### src/rtl/ptw_walker.sv
module ptw_walker #(
  parameter int PA_W = 52
) (
  input  logic            clk,
  input  logic            rst_n,
  input  logic            req_valid,
  input  logic [63:0]     req_vaddr,
  input  logic            req_long,
  input  logic [PA_W-1:0] root_base,
  output logic            busy,
  output logic            mem_req,
  output logic [PA_W-1:0] mem_addr,
  input  logic            mem_resp_valid,
  input  logic [63:0]     mem_resp_data,
  output logic            done,
  output logic            fault,
  output logic [2:0]      fault_level,
  output logic [PA_W-1:0] paddr,
  output logic [1:0]      page_size
);

  typedef enum logic [1:0] {S_IDLE, S_ISSUE, S_WAIT, S_DONE} state_t;

  state_t          state;
  logic [2:0]      lvl;
  logic [47:0]     va_q;
  logic            long_q;
  logic [PA_W-1:0] tbl_q;
  logic [8:0]      idx;
  logic            canon, present, ps;
  logic            unused_bits;

  assign canon   = (&req_vaddr[63:47]) | ~(|req_vaddr[63:47]);
  assign present = mem_resp_data[0];
  assign ps      = mem_resp_data[7];
  assign busy    = state != S_IDLE;
  assign done    = state == S_DONE;
  assign mem_req = state == S_ISSUE;
  assign unused_bits = ^{mem_resp_data[63:PA_W], mem_resp_data[11:8],
                         mem_resp_data[6:1], root_base[4:0]};

  always_comb begin
    case (lvl)
      3'd4:    idx = va_q[47:39];
      3'd3:    idx = long_q ? va_q[38:30] : {7'd0, va_q[31:30]};
      3'd2:    idx = va_q[29:21];
      default: idx = va_q[20:12];
    endcase
  end

  assign mem_addr = tbl_q + PA_W'({idx, 3'b000});

  always_ff @(posedge clk or negedge rst_n) begin
    if (!rst_n) begin
      state       <= S_IDLE;
      lvl         <= '0;
      va_q        <= '0;
      long_q      <= 1'b0;
      tbl_q       <= '0;
      fault       <= 1'b0;
      fault_level <= '0;
      paddr       <= '0;
      page_size   <= '0;
    end else begin
      case (state)
        S_IDLE: if (req_valid) begin
          va_q        <= req_vaddr[47:0];
          long_q      <= req_long;
          fault       <= 1'b0;
          fault_level <= '0;
          paddr       <= '0;
          page_size   <= '0;
          if (req_long && !canon) begin
            fault <= 1'b1;
            state <= S_DONE;
          end else begin
            lvl   <= req_long ? 3'd4 : 3'd3;
            tbl_q <= req_long ? {root_base[PA_W-1:12], 12'd0}
                              : {root_base[PA_W-1:5], 5'd0};
            state <= S_ISSUE;
          end
        end
        S_ISSUE: state <= S_WAIT;
        S_WAIT: if (mem_resp_valid) begin
          if (!present) begin
            fault       <= 1'b1;
            fault_level <= lvl;
            state       <= S_DONE;
          end else if (lvl == 3'd1) begin
            paddr <= {mem_resp_data[PA_W-1:12], va_q[11:0]};
            state <= S_DONE;
          end else if (lvl == 3'd2 && ps) begin
            paddr     <= {mem_resp_data[PA_W-1:21], va_q[20:0]};
            page_size <= 2'd1;
            state     <= S_DONE;
          end else if (lvl == 3'd3 && long_q && ps) begin
            paddr     <= {mem_resp_data[PA_W-1:30], va_q[29:0]};
            page_size <= 2'd2;
            state     <= S_DONE;
          end else begin
            tbl_q <= {mem_resp_data[PA_W-1:12], 12'd0};
            lvl   <= lvl - 3'd1;
            state <= S_ISSUE;
          end
        end
        default: state <= S_IDLE;
      endcase
    end
  end

  p_accept_busy_r1: assert property (@(posedge clk) disable iff (!rst_n)
    (req_valid && !busy) |=> busy);

  p_done_pulse_r10: assert property (@(posedge clk) disable iff (!rst_n)
    done |=> (!done && !busy));

  p_size_code_r4: assert property (@(posedge clk) disable iff (!rst_n)
    (done && !fault) |-> page_size != 2'd3);

  p_noncanon_fault_r8: assert property (@(posedge clk) disable iff (!rst_n)
    (req_valid && !busy && req_long && req_vaddr[63:48] != {16{req_vaddr[47]}})
      |=> (done && fault && fault_level == 3'd0 && !mem_req));

  p_fault_zero_r9: assert property (@(posedge clk) disable iff (!rst_n)
    (done && fault) |-> (paddr == '0 && page_size == 2'd0));

endmodule

### config.mk
export PLATFORM = sky130hd
export DESIGN_NAME = ptw_walker
export DESIGN_NICKNAME = d
export VERILOG_FILES = /design/src/rtl/ptw_walker.sv
export SDC_FILE = /design/constraint.sdc
export NUM_CORES = 1
export LEC_CHECK = 0
export BUFFER_PORTS_ARGS = -buffer_cell sky130_fd_sc_hd__clkbuf_2
export CAP_MARGIN = 20
export CELL_PAD_IN_SITES_DETAIL_PLACEMENT = 2
export CELL_PAD_IN_SITES_GLOBAL_PLACEMENT = 2
export CORE_MARGIN = 1.5
export CORE_UTILIZATION = 30
export DETAILED_ROUTE_END_ITERATION = 6
export GPL_TIMING_DRIVEN = 0
export HOLD_SLACK_MARGIN = 0.06
export MAX_ROUTING_LAYER = met4
export PLACE_DENSITY = 0.82
export SLEW_MARGIN = 20
export SYNTH_ARGS = -nofsm -noshare
export SYNTH_HDL_FRONTEND = slang
export SYNTH_SLANG_ARGS = --single-unit
### constraint.sdc
create_clock -name clk -period 4.1 [get_ports clk]
set_input_delay 0.205 -clock clk [delete_from_list [all_inputs] [get_ports clk]]
set_output_delay 0.205 -clock clk [all_outputs]
set_load 0.02 [all_outputs]
==> out/metrics.cfg <==
[worst_setup_path]
critPathLaunchType = flop
path_max_fanout = 6
path_cells = inv_2 -> ha_4 -> and2_4 -> buf_4 -> a222oi_1 -> nand2_1 -> ha_1 -> o211ai_1 -> o211ai_1 -> buf_4 -> o2111ai_4 -> nor3b_2 -> xor2_1 -> clkbuf_2
criticalPathCategory = flop to output pin
critical-path-top-delay-family = compound AO/OA/AOI/OAI gates
critical_path.endpoint_type = output pin
crit_path_max_incr_delay_ps = 510
critPathLaunch = lvl[0]
worst-path-buf-inv = 4
critPathRequiredTime_ps = 3890
worst_path_max_delay_cell = sky130_fd_sc_hd__a222oi_1
crit_arrival_ps = 4110
r2r-start = lvl[1]

[clock_tree]
cts_inserted_buffers = 17
clock_latency_at_the_later_pin_of_the_worst_skew_pair_ps = 440
cts_max_level = 4
tritoncts_clock_tree = done
clkSinkCount = 159
max-clock-path-buffers = 2
clk_pin_slew_ps = 70
cts_root_buf = sky130_fd_sc_hd__clkbuf_16

[global_route]
track_usage_pct = 25.4
grt_pass1_vias = 8694
grt-ovfl-total = 0
grt_max_degree = 69
antenna_violations_before_repair = 2
grt_pass1_wl_mm = 52.6

[placed_design]
area_of_placed_instances_um2 = 10100
port-buffer-count = 267
gp_congestion = 0.845
place_worst_setup_slack_ps = -821
detailedPlacementHpwl_mm = 24.8

[sta]
fin_clk_skew_ps = 20.1
timing.final.ws_setup_ps = -217
maxClockFrequency_mhz = 232
grt_setup_unrepaired = true
setup_violations = 35
slew_at_the_pin_closest_to_its_max_slew_limit_ps = 989
final-max-slew-violation-count = 0
minimum_period_implied_by_the_final_worst_setup_slack_ps = 4320
hold_violations = 0
setup_tns_ps = -4590
timing.max_slew.rel_slack_pct = 33.8
min_period_over_period_pct = 105
holdWs_ps = 60.1

[floorplan]
die_width_um = 169
num_rows = 60
initial_utilization_pct = 30.5
die_area_um2 = 28400
die_h_um = 169
coreArea_um2 = 27000
io_pins = 298

[synth]
avgSynthCellArea_um2 = 10.3
cells_after_synthesis = 796
postSynth.topFlopCell = sky130_fd_sc_hd__dfrtp_1
ys_async_sr_fraction_pct = 100
yosysSeqAreaShare_pct = 48.4
xor_and_xnor_fraction_of_the_mapped_netlist_area_pct = 4.79
ys_ff_latch = 159
synth_cell_types = 55
synth_area_in_simple_gates_pct = 15.2
synth_enable_flop_cells = 0
arithmetic_cell_share_of_the_synthesized_area_counting_full_adders_half_adders_and_majority_gates_pct = 2.07
synth_top_family_by_area = simple AND/OR/NAND/NOR gates
synth-warning-count = 0
post_synth_mux_area_share_pct = 15.1
synth-compound-area-share_pct = 11.1
synth.cell_area_um2 = 8230

[pwr]
swShare_pct = 47.3
power.combinational.fraction_pct = 54.6
clock_power_share_pct = 15.8
pwr_density_cell_nw_per_um2 = 862
power.ir.vdd_worst_mv = 0.281
leakagePower_nw = 5.76
power.share.sequential_pct = 29.6
switching_power_mw = 4.90
cellInternalPower_mw = 5.46

[min_path]
holdCritPathClass = input pin to flop
holdCritStartpoint = root_base[11]

[final_layout]
design_area_um2 = 12000
drive_gt1_share_pct = 38.6
layout_commonest_cell = sky130_fd_sc_hd__clkbuf_2
area_growth_syn_to_layout_pct = 46.2
regArea_um2 = 3980
fill_cells = 2907
finalNetCount = 1391
multi_input_comb_area_um2 = 4260
layout_common_cells = sky130_fd_sc_hd__clkbuf_2, sky130_fd_sc_hd__nand2_1, sky130_fd_sc_hd__dfrtp_1, sky130_fd_sc_hd__mux2_2, sky130_fd_sc_hd__dlygate4sd3_1

[detailed_routing]
ant_nets = 0
detail_route.vias_per_cell = 5.17
detail_route.iter0.violations = 401
overall_routed_net_length_mm = 37.2
drt-pass1-iter-count = 4
vias = 8007
drc = 0
routed_wire_length_per_instance_um = 24.0

[status]
violations_in_the_final_reports = negative setup slack
outcome = complete, but fails checks

[flow_run]
max_cap_violations = 0

==> final timing paths <==
check,slack [ps],cells after the start,endpoint
max,-220,14,mem_addr[51]
min,60,3,tbl_q[11]
max reg2reg,1260,9,paddr[34]
min reg2reg,480,2,paddr[28]
max in group asynchronous,2850,4,lvl[1]
min in group asynchronous,250,2,paddr[39]
==> final cells by class <==
| cell class | count | share of cell area (%) |
|---|---|---|
| clock inverter | 13 | 1.06 |
| multi-input combinational | 577 | 35.4 |
| inverter | 19 | 0.614 |
| timing repair buffer | 378 | 20.6 |
| sequential | 159 | 33.1 |
| antenna | 2 | 0.0416 |
| clock buffer | 19 | 3.77 |
| tap | 341 | 3.55 |
| buffer | 41 | 1.81 |
==> worst register-to-register path, cell delays in order, from the launching register on <==
cell                       delay, ps
sky130_fd_sc_hd__dfrtp_2         470
sky130_fd_sc_hd__inv_4           100
sky130_fd_sc_hd__buf_4           100
sky130_fd_sc_hd__ha_1            220
sky130_fd_sc_hd__nor2_1           90
sky130_fd_sc_hd__a211oi_2        420
sky130_fd_sc_hd__and3_1          220
sky130_fd_sc_hd__clkbuf_1        450
sky130_fd_sc_hd__clkbuf_1        450
sky130_fd_sc_hd__a22o_1          240
==> through the flow <==
step | instances | total power [mW] | util, %
after global placement | 1406 | 7.69 | 37.1
after floorplan | 798 | 6.03 | -
after CTS | 1523 | 9.84 | 43.2
after global routing | 1549 | 10.9 | 44.6
final | 1549 | 10.4 | 44.6
after detailed placement | 1408 | 7.91 | 37.3
==> flip-flops by register name, summed over array words and instances, names as in the netlist <==
register and flops:
long_q 1, fault_level 3, tbl_q 47, state 2
fault 1, page_size 2, paddr 52, lvl 3
va_q 48
==> power groups by stage <==
stage,Sequential (mW),Clock [mW],Combinational [mW]
after global placement,2.96,0,4.73
after detailed placement,3.02,0,4.89
after floorplan,3.09,0,2.94
after global routing,3.16,1.73,6.05
after CTS,3.00,1.66,5.18
final,3.06,1.64,5.66
==> cells in the mapped netlist, types with 7 or more instances <==
cell type | instances | share of area [%]
sky130_fd_sc_hd__a21oi_1 | 15 | 0.91
sky130_fd_sc_hd__a22o_1 | 34 | 3.6
sky130_fd_sc_hd__and3_1 | 7 | 0.53
sky130_fd_sc_hd__clkbuf_1 | 28 | 1.3
sky130_fd_sc_hd__dfrtp_1 | 159 | 48
sky130_fd_sc_hd__ha_1 | 12 | 1.8
sky130_fd_sc_hd__inv_1 | 19 | 0.87
sky130_fd_sc_hd__mux2_1 | 8 | 1.1
sky130_fd_sc_hd__mux2_2 | 79 | 11
sky130_fd_sc_hd__mux2i_1 | 26 | 3.2
sky130_fd_sc_hd__nand2_1 | 165 | 7.5
sky130_fd_sc_hd__nand3_1 | 25 | 1.5
sky130_fd_sc_hd__nand4_1 | 14 | 1.1
sky130_fd_sc_hd__nor2_1 | 36 | 1.6
sky130_fd_sc_hd__nor3_1 | 10 | 0.61
sky130_fd_sc_hd__o21ai_0 | 18 | 1.1
sky130_fd_sc_hd__o31ai_1 | 18 | 1.6
sky130_fd_sc_hd__xnor2_1 | 21 | 2.2
sky130_fd_sc_hd__xor2_1 | 24 | 2.6
==> logic make-up (layout without fill, tap and decap cells) <==
logic type | Yosys count | after routing
muxes | 113 | 113
AOI/OAI and AO/OA | 121 | 121
and+or+nand+nor | 282 | 282
other | 1 | 5
DFF | 159 | 159
xor gates and xnor gates | 45 | 45
buffers and inverters | 62 | 470
adders and majority gates | 13 | 13
==> per-layer routing <==
layer  track usage, %  routed length (um)  share of wire (%)  up-vias
li1                 -                   -                  -     3607
met1             30.0               15100                 41     4082
met2             44.2               19600                 53      252
met3             3.44                1220                3.3       66
met4             9.43                1330                3.6        0
met5                -                   0                  0        -
==> repair_timing <==
item	CTS	global route
setup endpoints to repair	42	35
buffers inserted	7	22
resized for setup	44	49
gates cloned	0	1
hold buffers	78	1
pin swaps	8	23
endpoints found under the hold margin	116	1
No activity file was read; power rests on OpenSTA's default activity.
